## src/rtl/irqagg_pkg.sv

```systemverilog
package irqagg_pkg;

  localparam logic [7:0] OFS_HI_STAT = 8'h10;
  localparam logic [7:0] OFS_HI_MASK = 8'h14;
  localparam logic [7:0] OFS_HI_CLR  = 8'h18;
  localparam logic [7:0] OFS_LO_STAT = 8'h20;
  localparam logic [7:0] OFS_LO_MASK = 8'h24;
  localparam logic [7:0] OFS_LO_CLR  = 8'h28;
  localparam logic [7:0] OFS_QUIET   = 8'h2c;

  localparam int GRP_LO = 0;
  localparam int GRP_HI = 1;
  localparam int NUM_GRP = 2;

  typedef enum logic [2:0] {
    SEL_NONE,
    SEL_HI_STAT,
    SEL_HI_MASK,
    SEL_HI_CLR,
    SEL_LO_STAT,
    SEL_LO_MASK,
    SEL_LO_CLR,
    SEL_QUIET
  } reg_sel_t;

endpackage

```

## src/rtl/irqagg_decode.sv

```systemverilog
module irqagg_decode
  import irqagg_pkg::*;
#(
  parameter int ADDR_W = 8
) (
  input  logic [ADDR_W-1:0]  addr,
  input  logic               wr,
  output reg_sel_t           sel,
  output logic [NUM_GRP-1:0] mask_we,
  output logic [NUM_GRP-1:0] clr_we
);

  always_comb begin
    if      (addr == ADDR_W'(OFS_HI_STAT)) sel = SEL_HI_STAT;
    else if (addr == ADDR_W'(OFS_HI_MASK)) sel = SEL_HI_MASK;
    else if (addr == ADDR_W'(OFS_HI_CLR))  sel = SEL_HI_CLR;
    else if (addr == ADDR_W'(OFS_LO_STAT)) sel = SEL_LO_STAT;
    else if (addr == ADDR_W'(OFS_LO_MASK)) sel = SEL_LO_MASK;
    else if (addr == ADDR_W'(OFS_LO_CLR))  sel = SEL_LO_CLR;
    else if (addr == ADDR_W'(OFS_QUIET))   sel = SEL_QUIET;
    else                                   sel = SEL_NONE;
  end

  always_comb begin
    mask_we = '0;
    clr_we  = '0;
    if (wr) begin
      unique case (sel)
        SEL_HI_MASK: mask_we[GRP_HI] = 1'b1;
        SEL_LO_MASK: mask_we[GRP_LO] = 1'b1;
        SEL_HI_CLR:  clr_we[GRP_HI]  = 1'b1;
        SEL_LO_CLR:  clr_we[GRP_LO]  = 1'b1;
        default: ;
      endcase
    end
  end

endmodule

```

## src/rtl/irqagg_group.sv

```systemverilog
module irqagg_group #(
  parameter int LINES = 32
) (
  input  logic             clk,
  input  logic             rst,
  input  logic [LINES-1:0] line_i,
  input  logic             mask_we,
  input  logic             clr_we,
  input  logic [LINES-1:0] wdata,
  output logic [LINES-1:0] stat_o,
  output logic [LINES-1:0] mask_o,
  output logic             pend_o
);

  logic [LINES-1:0] line_q;
  logic [LINES-1:0] stat_q;
  logic [LINES-1:0] mask_q;
  logic [LINES-1:0] rise_v;
  logic [LINES-1:0] fall_v;
  logic [LINES-1:0] clr_v;
  logic [LINES-1:0] stat_d;

  assign rise_v = line_i & ~line_q;
  assign fall_v = line_q & ~line_i;
  assign clr_v  = clr_we ? wdata : '0;

  // a new rising edge wins over a software clear in the same cycle
  assign stat_d = ((stat_q & ~clr_v) | rise_v) & ~fall_v;

  always_ff @(posedge clk) begin
    if (rst) begin
      line_q <= '0;
      stat_q <= '0;
      mask_q <= '0;
    end else begin
      line_q <= line_i;
      stat_q <= stat_d;
      if (mask_we) mask_q <= wdata;
    end
  end

  assign stat_o = stat_q;
  assign mask_o = mask_q;
  assign pend_o = |(stat_q & mask_q);

  AST_RISE_SETS: assert property (@(posedge clk) disable iff (rst)
    (rise_v != '0) |=> ((stat_q & $past(rise_v)) == $past(rise_v)));

  AST_FALL_CLEARS: assert property (@(posedge clk) disable iff (rst)
    (fall_v != '0) |=> ((stat_q & $past(fall_v)) == '0));

  AST_W1C_CLEARS: assert property (@(posedge clk) disable iff (rst)
    clr_we |=> ((stat_q & $past(wdata & ~rise_v)) == '0));

  AST_NO_SPURIOUS_SET: assert property (@(posedge clk) disable iff (rst)
    !rst |=> ((stat_q & ~$past(stat_q) & ~$past(rise_v)) == '0));

  AST_MASK_LOADS: assert property (@(posedge clk) disable iff (rst)
    mask_we |=> (mask_q == $past(wdata)));

endmodule

```

## src/rtl/irqagg_rdmux.sv

```systemverilog
module irqagg_rdmux
  import irqagg_pkg::*;
#(
  parameter int LINES = 32
) (
  input  logic             clk,
  input  logic             rst,
  input  reg_sel_t         sel,
  input  logic [LINES-1:0] stat_lo,
  input  logic [LINES-1:0] mask_lo,
  input  logic [LINES-1:0] stat_hi,
  input  logic [LINES-1:0] mask_hi,
  output logic [LINES-1:0] rdata
);

  logic [LINES-1:0] rd_d;

  always_comb begin
    unique case (sel)
      SEL_HI_STAT: rd_d = stat_hi;
      SEL_HI_MASK: rd_d = mask_hi;
      SEL_LO_STAT: rd_d = stat_lo;
      SEL_LO_MASK: rd_d = mask_lo;
      default:     rd_d = '0;
    endcase
  end

  always_ff @(posedge clk) begin
    if (rst) rdata <= '0;
    else     rdata <= rd_d;
  end

endmodule

```

## src/rtl/irq_bank_merge.sv

```systemverilog
module irq_bank_merge
  import irqagg_pkg::*;
#(
  parameter int LINES  = 32,
  parameter int ADDR_W = 8
) (
  input  logic              clk,
  input  logic              rst,
  input  logic [LINES-1:0]  irq_lo_i,
  input  logic [LINES-1:0]  irq_hi_i,
  input  logic [ADDR_W-1:0] reg_addr,
  input  logic              reg_wr,
  input  logic [LINES-1:0]  reg_wdata,
  output logic [LINES-1:0]  reg_rdata,
  output logic              cpu_irq_o
);

  reg_sel_t           sel_w;
  logic [NUM_GRP-1:0] mask_we_w;
  logic [NUM_GRP-1:0] clr_we_w;
  logic [LINES-1:0]   lines_w [NUM_GRP];
  logic [LINES-1:0]   stat_w  [NUM_GRP];
  logic [LINES-1:0]   mask_w  [NUM_GRP];
  logic [NUM_GRP-1:0] pend_w;
  logic               irq_q;

  assign lines_w[GRP_LO] = irq_lo_i;
  assign lines_w[GRP_HI] = irq_hi_i;

  irqagg_decode #(.ADDR_W(ADDR_W)) decode_i (
    .addr    (reg_addr),
    .wr      (reg_wr),
    .sel     (sel_w),
    .mask_we (mask_we_w),
    .clr_we  (clr_we_w)
  );

  for (genvar gi = 0; gi < NUM_GRP; gi++) begin : g_grp
    irqagg_group #(.LINES(LINES)) group_i (
      .clk     (clk),
      .rst     (rst),
      .line_i  (lines_w[gi]),
      .mask_we (mask_we_w[gi]),
      .clr_we  (clr_we_w[gi]),
      .wdata   (reg_wdata),
      .stat_o  (stat_w[gi]),
      .mask_o  (mask_w[gi]),
      .pend_o  (pend_w[gi])
    );
  end

  irqagg_rdmux #(.LINES(LINES)) rdmux_i (
    .clk     (clk),
    .rst     (rst),
    .sel     (sel_w),
    .stat_lo (stat_w[GRP_LO]),
    .mask_lo (mask_w[GRP_LO]),
    .stat_hi (stat_w[GRP_HI]),
    .mask_hi (mask_w[GRP_HI]),
    .rdata   (reg_rdata)
  );

  always_ff @(posedge clk) begin
    if (rst) irq_q <= 1'b0;
    else     irq_q <= |pend_w;
  end

  assign cpu_irq_o = irq_q;

  AST_IRQ_TRACKS: assert property (@(posedge clk) disable iff (rst)
    !rst |=> (cpu_irq_o == $past(|((stat_w[GRP_LO] & mask_w[GRP_LO]) |
                                  (stat_w[GRP_HI] & mask_w[GRP_HI])))));

  AST_UNMAPPED_READ_ZERO: assert property (@(posedge clk) disable iff (rst)
    (reg_addr != ADDR_W'(OFS_HI_STAT) && reg_addr != ADDR_W'(OFS_HI_MASK) &&
     reg_addr != ADDR_W'(OFS_LO_STAT) && reg_addr != ADDR_W'(OFS_LO_MASK))
    |=> (reg_rdata == '0));

  AST_QUIET_WRITE_NOP: assert property (@(posedge clk) disable iff (rst)
    (reg_wr && reg_addr == ADDR_W'(OFS_QUIET))
    |=> ($stable(mask_w[GRP_LO]) && $stable(mask_w[GRP_HI])));

endmodule

```

## config.mk

```make
export PLATFORM = sky130hd
export DESIGN_NAME = irq_bank_merge
export DESIGN_NICKNAME = d
export VERILOG_FILES = /design/src/rtl/irqagg_pkg.sv /design/src/rtl/irqagg_decode.sv /design/src/rtl/irqagg_group.sv /design/src/rtl/irqagg_rdmux.sv /design/src/rtl/irq_bank_merge.sv
export SDC_FILE = /design/constraint.sdc
export NUM_CORES = 1
export LEC_CHECK = 0
export ABC_AREA = 1
export ABC_CLOCK_PERIOD_IN_PS = 2200
export BUFFER_PORTS_ARGS = -buffer_cell sky130_fd_sc_hd__buf_2
export CORE_UTILIZATION = 40
export CTS_CLUSTER_SIZE = 28
export DETAILED_ROUTE_END_ITERATION = 10
export PLACE_DENSITY = 0.58
export SLEW_MARGIN = 20
export SYNTH_ARGS = -nofsm -noshare
export SYNTH_HDL_FRONTEND = slang
export SYNTH_SLANG_ARGS = --single-unit
```

## constraint.sdc

```tcl
create_clock -name clk -period 2.2 [get_ports clk]
set_input_delay 0.22 -clock clk [delete_from_list [all_inputs] [get_ports clk]]
set_output_delay 0.22 -clock clk [all_outputs]
set_load 0.05 [all_outputs]
```

======== Word level (Yosys, flattened, before mapping) ========
Cells that the tools add are included.
word-level totals
  register bits after elaboration ......... 225
  latch bits .............................. 0
  bits in writable memories ............... 0
  bits in read-only memories .............. 0
  input port bits ......................... 107
  output and inout bits ................... 33
  word-level logic and storage cells ...... 58
  memories ................................ 0
operators by class
  add/sub/neg operators ................... 0
  $mul .................................... 0
  divide/modulo/power cells ............... 0
  order comparisons ....................... 0
  eq/ne operators ......................... 13
  shifts and indexed selects .............. 0
  multiplexer cells ....................... 16
  bitwise gates (word level) .............. 20
  reduce and logical (&&, ||, !) cells .... 1
operator list
  operator            number
  $and 32x32->32      10
  $not 32->32         8
  $pmux 32 s4         1
  $mux 32             2
  $or 32x32->32       2
  $reduce_or 64->1    1
  $eq 8x6->1 const B  4
  $eq 8x5->1 const B  3
  $mux 3              7
  $eq 3x3->1 const B  3
  $eq 3x2->1 const B  2
  $mux 1              4
  $mux 2              2
  $eq 3x1->1 const B  1

======== Longest topological paths before layout ========
  word-level depth ........................ 16
  mapped depth ............................ 11
  gate-level depth less buffers ........... 10

======== Hierarchy ========
A second synthesis with hierarchy kept.
second synthesis, totals
  cell total of the unflattened synthesis .. 1,315
  area total of the unflattened synthesis .. 10,008.3 µm²
modules (own cells, without submodules)
  module          instances  cells an instance  area an instance (µm²)  seq. area each (µm²)
  irqagg_group    2          471                3,801.1                 1,921.8
  irqagg_rdmux    1          328                2,170.8                 640.6
  irqagg_decode   1          42                 207.7                   0.0
  irq_bank_merge  1          3                  27.5                    20.0

======== Worst setup path before layout ========
No wires, ideal clock.
  path type ............................... input -> register
  start point ............................. in reg_addr[0]
  end point ............................... reg g_grp[1].group_i.mask_q[23]
  library setup time ...................... 0.128 ns
  arrival time ............................ 1.259 ns
  data required time ...................... 2.072 ns
  slack ................................... 0.813 ns
  cell stages on the path ................. 8
  buffers on the path ..................... 2
  path through ............................ inv_1 > nand2_1 > nor3_4 > nand3_1 > buf_2 > clkbuf_1 > o21ai_0 > a21oi_1
between the ends
  word-level cells in the longest chain between the ends .. 11
  elaborated cells on any way between the ends .. 17
RTL lines
  item                  RTL line              text
  from (decl)           irq_bank_merge.sv:11  input logic [ADDR_W-1:0] reg_addr,
  $eq 8x6->1            irqagg_decode.sv:20   else if (addr == ADDR_W'(OFS_QUIET)) sel = SEL_QUIET;
  $mux 3                irqagg_decode.sv:20
  $mux 3                irqagg_decode.sv:19   else if (addr == ADDR_W'(OFS_LO_CLR)) sel = SEL_LO_CLR;
  $mux 3                irqagg_decode.sv:18   else if (addr == ADDR_W'(OFS_LO_MASK)) sel = SEL_LO_MASK;
  $mux 3                irqagg_decode.sv:17   else if (addr == ADDR_W'(OFS_LO_STAT)) sel = SEL_LO_STAT;
  $mux 3                irqagg_decode.sv:16   else if (addr == ADDR_W'(OFS_HI_CLR)) sel = SEL_HI_CLR;
  $mux 3                irqagg_decode.sv:15   else if (addr == ADDR_W'(OFS_HI_MASK)) sel = SEL_HI_MASK;
  $mux 3 *              irqagg_decode.sv:14   if (addr == ADDR_W'(OFS_HI_STAT)) sel = SEL_HI_STAT;
  $eq 3x2->1 *          irqagg_decode.sv:28   unique case (sel)
  $mux 1 *              irqagg_decode.sv:28
  $mux 2 *              irqagg_decode.sv:27   if (wr) begin
  to (signal assigned)  irqagg_group.sv:38    if (mask_we) mask_q <= wdata;
  to (decl)             irqagg_group.sv:17    logic [LINES-1:0] mask_q;
Every way passes the cells marked *; elsewhere a longest branch is shown, timed or not.
A chain may end at the register's enable or synchronous reset.

======== Final worst setup path ========
  start point ............................. reg rdmux_i.rdata[6]
  end point ............................... out reg_rdata[6]
RTL lines
  item                    RTL line              text
  from (decl)             irqagg_rdmux.sv:13    output logic [LINES-1:0] rdata
  from (signal assigned)  irqagg_rdmux.sv:30    else rdata <= rd_d;
  to (decl)               irq_bank_merge.sv:14  output logic [LINES-1:0] reg_rdata,
No word-level cell between the ends.

==> metrics.md <==
| Metric | Value |
|---|---|
| Fraction of layout instances using a drive strength above 1 | `0.129` |
| Critical register-to-register path startpoint | `g_grp[0].group_i.stat_o[17]$_SDFF_PP0_` |
| Max clock buf depth | `3` |
| Crit path required time | `1.98 ns` |
| Setup CP Type | `register to primary output` |
| Hold Startpoint | `reg_wdata[21]` |
| CTS buffer count | `25` |
| Net count after synthesis | `1484` |
| Period minus WS final | `1.40 ns` |
| Average via count per standard cell | `4.68` |
| Mux cell area share after synthesis | `0` |
| Area of the die | `24000 um2` |
| Worst-skew pair later-pin latency | `0.51 ns` |
| Pins over their slew limit | `0` |
| Clock slew at reported path FFs | `0.06 ns` |
| Slowest stage delay, CP | `0.38 ns` |
| Launching instance or port of the critical path | `rdmux_i.rdata[6]$_SDFF_PP0_` |
| CORE AREA | `22800 um2` |
| Average wire length per cell after detail routing | `13.2 um` |
| Post-cts sizing count | `0` |
| Total negative slack | `0 ns` |
| Class of the tightest hold or removal check | `primary input to register` |
| Met3 Routed Length | `1290 um` |
| Chip height | `155 um` |
| Post-Synth Simple-Gate Area | `0.264` |
| Die X | `155 um` |
| Buffering stage count on the worst path with inverters included | `1` |
| Finished Core Util | `0.533` |
| Final worst-path cycle share | `0.636` |
| Final hold viol count | `0` |
| Initial standard-cell utilization of the core | `0.411` |
| Highest Signal Layer | `met4` |
| Antenna violations before repair | `1` |
| I/O pin count | `140` |
| Category of the worst setup path capture point | `primary output` |
| Post-CTS setup buffer count | `0` |
| Main combinational cell family by area after synthesis | `simple AND/OR/NAND/NOR gates` |
| Compound-Gate Fraction of Synth Area | `0.152` |
| Total wire length | `25400 um` |
| Warnings from Yosys | `0` |
| Congestion Overflow GR | `0` |
| Number of cell rows | `55` |
| Vias in the first global route | `8382` |
| F_max | `0.714 GHz` |
| Post-Synth Adder-Cell Area | `0` |
| Peak fanout along the critical path | `1` |
| Unrepaired setup endpoints after global routing | `no` |
| Total DRC errors in the routed layout | `0` |
| Combined global-route utilization of all metal layers | `0.213` |
| Length of the first detailed-routing pass in iterations | `5` |
| Layout-stage area growth over the synthesis result | `29.7%` |
| Number of endpoints failing setup at the final stage | `0` |
| CP Launch Type | `register` |
| Final hold slack | `0.0270 ns` |
| Maximum vdd ir drop | `0.524 mV` |
| Number of H-tree levels | `1` |
| Cells after synthesis | `1377` |
| Chain of cells forming the critical path | `buf_2` |
| Number of different library cells in the post-synthesis netlist | `13` |
| Cell with the largest stage delay on the worst path | `dfxtp_1` |
| Slew at the pin with the worst max-slew slack | `0.892 ns` |
| Root cell of the clock tree | `clkbuf_16` |
| DP Wirelength | `16600 um` |
| Most common cell after layout, fill and taps aside | `nand2_1` |
| Worst slew margin relative to its limit | `0.406` |
| Violation count after the first detailed-routing iteration | `595` |
| CTS tree | `yes` |
| Final Wtd Congestion | `0.778` |
| Number of maximum-capacitance constraint violations | `0` |
| Net count reported at finish | `1698` |
| Static leakage power | `5.70 nW` |
| Number of input and output port buffers inserted | `139` |
| Number of vias after detailed routing | `8993` |
| Detailed-route wire length on metal 1 | `12100 um` |
| Arrival @ worst endpoint | `1.18 ns` |
| Average cell area after synthesis | `6.80 um2` |
| Cell area after technology mapping | `9360 um2` |
| Family with the most delay on the worst path | `flip-flops` |
| Xor-xnor portion of the synthesized cell area | `0` |
| Flip-flop and latch count after synthesis | `225` |
| Most used cells in the layout excluding fill and tap cells | `nand2_1, dfxtp_1, inv_1` |
| Power per cell area | `750 nW/um2` |
| DR WL met2 | `11400 um` |
| Seq/Total Area, Yosys | `0.481` |
| Clk_skew | `0.00731 ns` |
| Remaining antenna violation count | `0` |
| Outcome | `finished, final reports clean` |
| Clock sink total | `225` |
| Maximum number of pins on one net before global-route repair | `79` |
| First-pass GRT wire length | `41400 um` |
[cells by family after synthesis]
kind of cell    after synthesis
simple gates                614
buf+inv                     254
flops                       225
compound gates              284
[layer usage]
metal / vias up / GRT usage
li1: 4751 / -
met1: 3976 / 0.288
met2: 222 / 0.354
met3: 44 / 0.0301
met4: 0 / 0.0627
met5: - / 0
[path summary, 6_finish.rpt]
check	to	slack [ns]	cells past startpoint
worst min register to register	g_grp[1].group_i.mask_o[26]$_SDFFE_PP0P_	0.46	2
worst max register to register	cpu_irq_o$_SDFF_PP0_	1.04	8
worst min-delay path	g_grp[0].group_i.mask_o[21]$_SDFFE_PP0P_	0.03	3
worst max-delay path	reg_rdata[6]	0.80	1
[registers in the layout (all words and copies together), names as in the netlist]
register	flops
rdmux_i.rdata	32
g_grp.group_i.line_q	64
cpu_irq_o	1
g_grp.group_i.stat_o	64
g_grp.group_i.mask_o	64
[Yosys cell counts]
cell	instances	share of area
dfxtp_1	225	0.48
clkbuf_1	42	0.017
nor3_4	1	0.0017
inv_2	2	0.00080
buf_1	14	0.0056
a21oi_1	128	0.068
buf_2	12	0.0064
nand2_1	337	0.14
o21ai_0	156	0.083
nand3_1	119	0.064
nor2_1	156	0.063
inv_1	184	0.074
nor3_1	1	0.00053
[power breakdown]
group          total, W  switching, W  internal [W]  leakage [nW]
combinational  0.000688      0.000378      0.000310          3.46
sequential      0.00433     0.0000938       0.00423          1.85
clock           0.00409       0.00162       0.00248         0.397
[per-stage QoR]
step           setup WS, ns  instances  instance area [um2]  power (W)
3_3_place_gp          0.471       1782                10400    0.00497
2_1_floorplan         0.813       1377                 9360    0.00470
5_1_grt               0.775       1919                12100    0.00949
6_report              0.800       1920                12100    0.00911
4_1_cts               0.795       1919                12100    0.00923
3_5_place_dp          0.410       1782                10400    0.00498
[final cells by class]
type / count / area, um2
well taps: 313 / 392
flip-flops and latches: 225 / 4500
repair buffers: 255 / 1820
fillers: 2282 / 10600
clock inverters: 8 / 96.3
inverters: 186 / 698
clock buffers: 34 / 709
multi-input cells: 898 / 3920
diodes: 1 / 2.50
[what timing repair did]
action	in CTS	in global routing
hold buffers	95	0
endpoints found under the setup margin	0	0
hold endpoints to repair	176	0
Power figures use the tool's default switching activity.
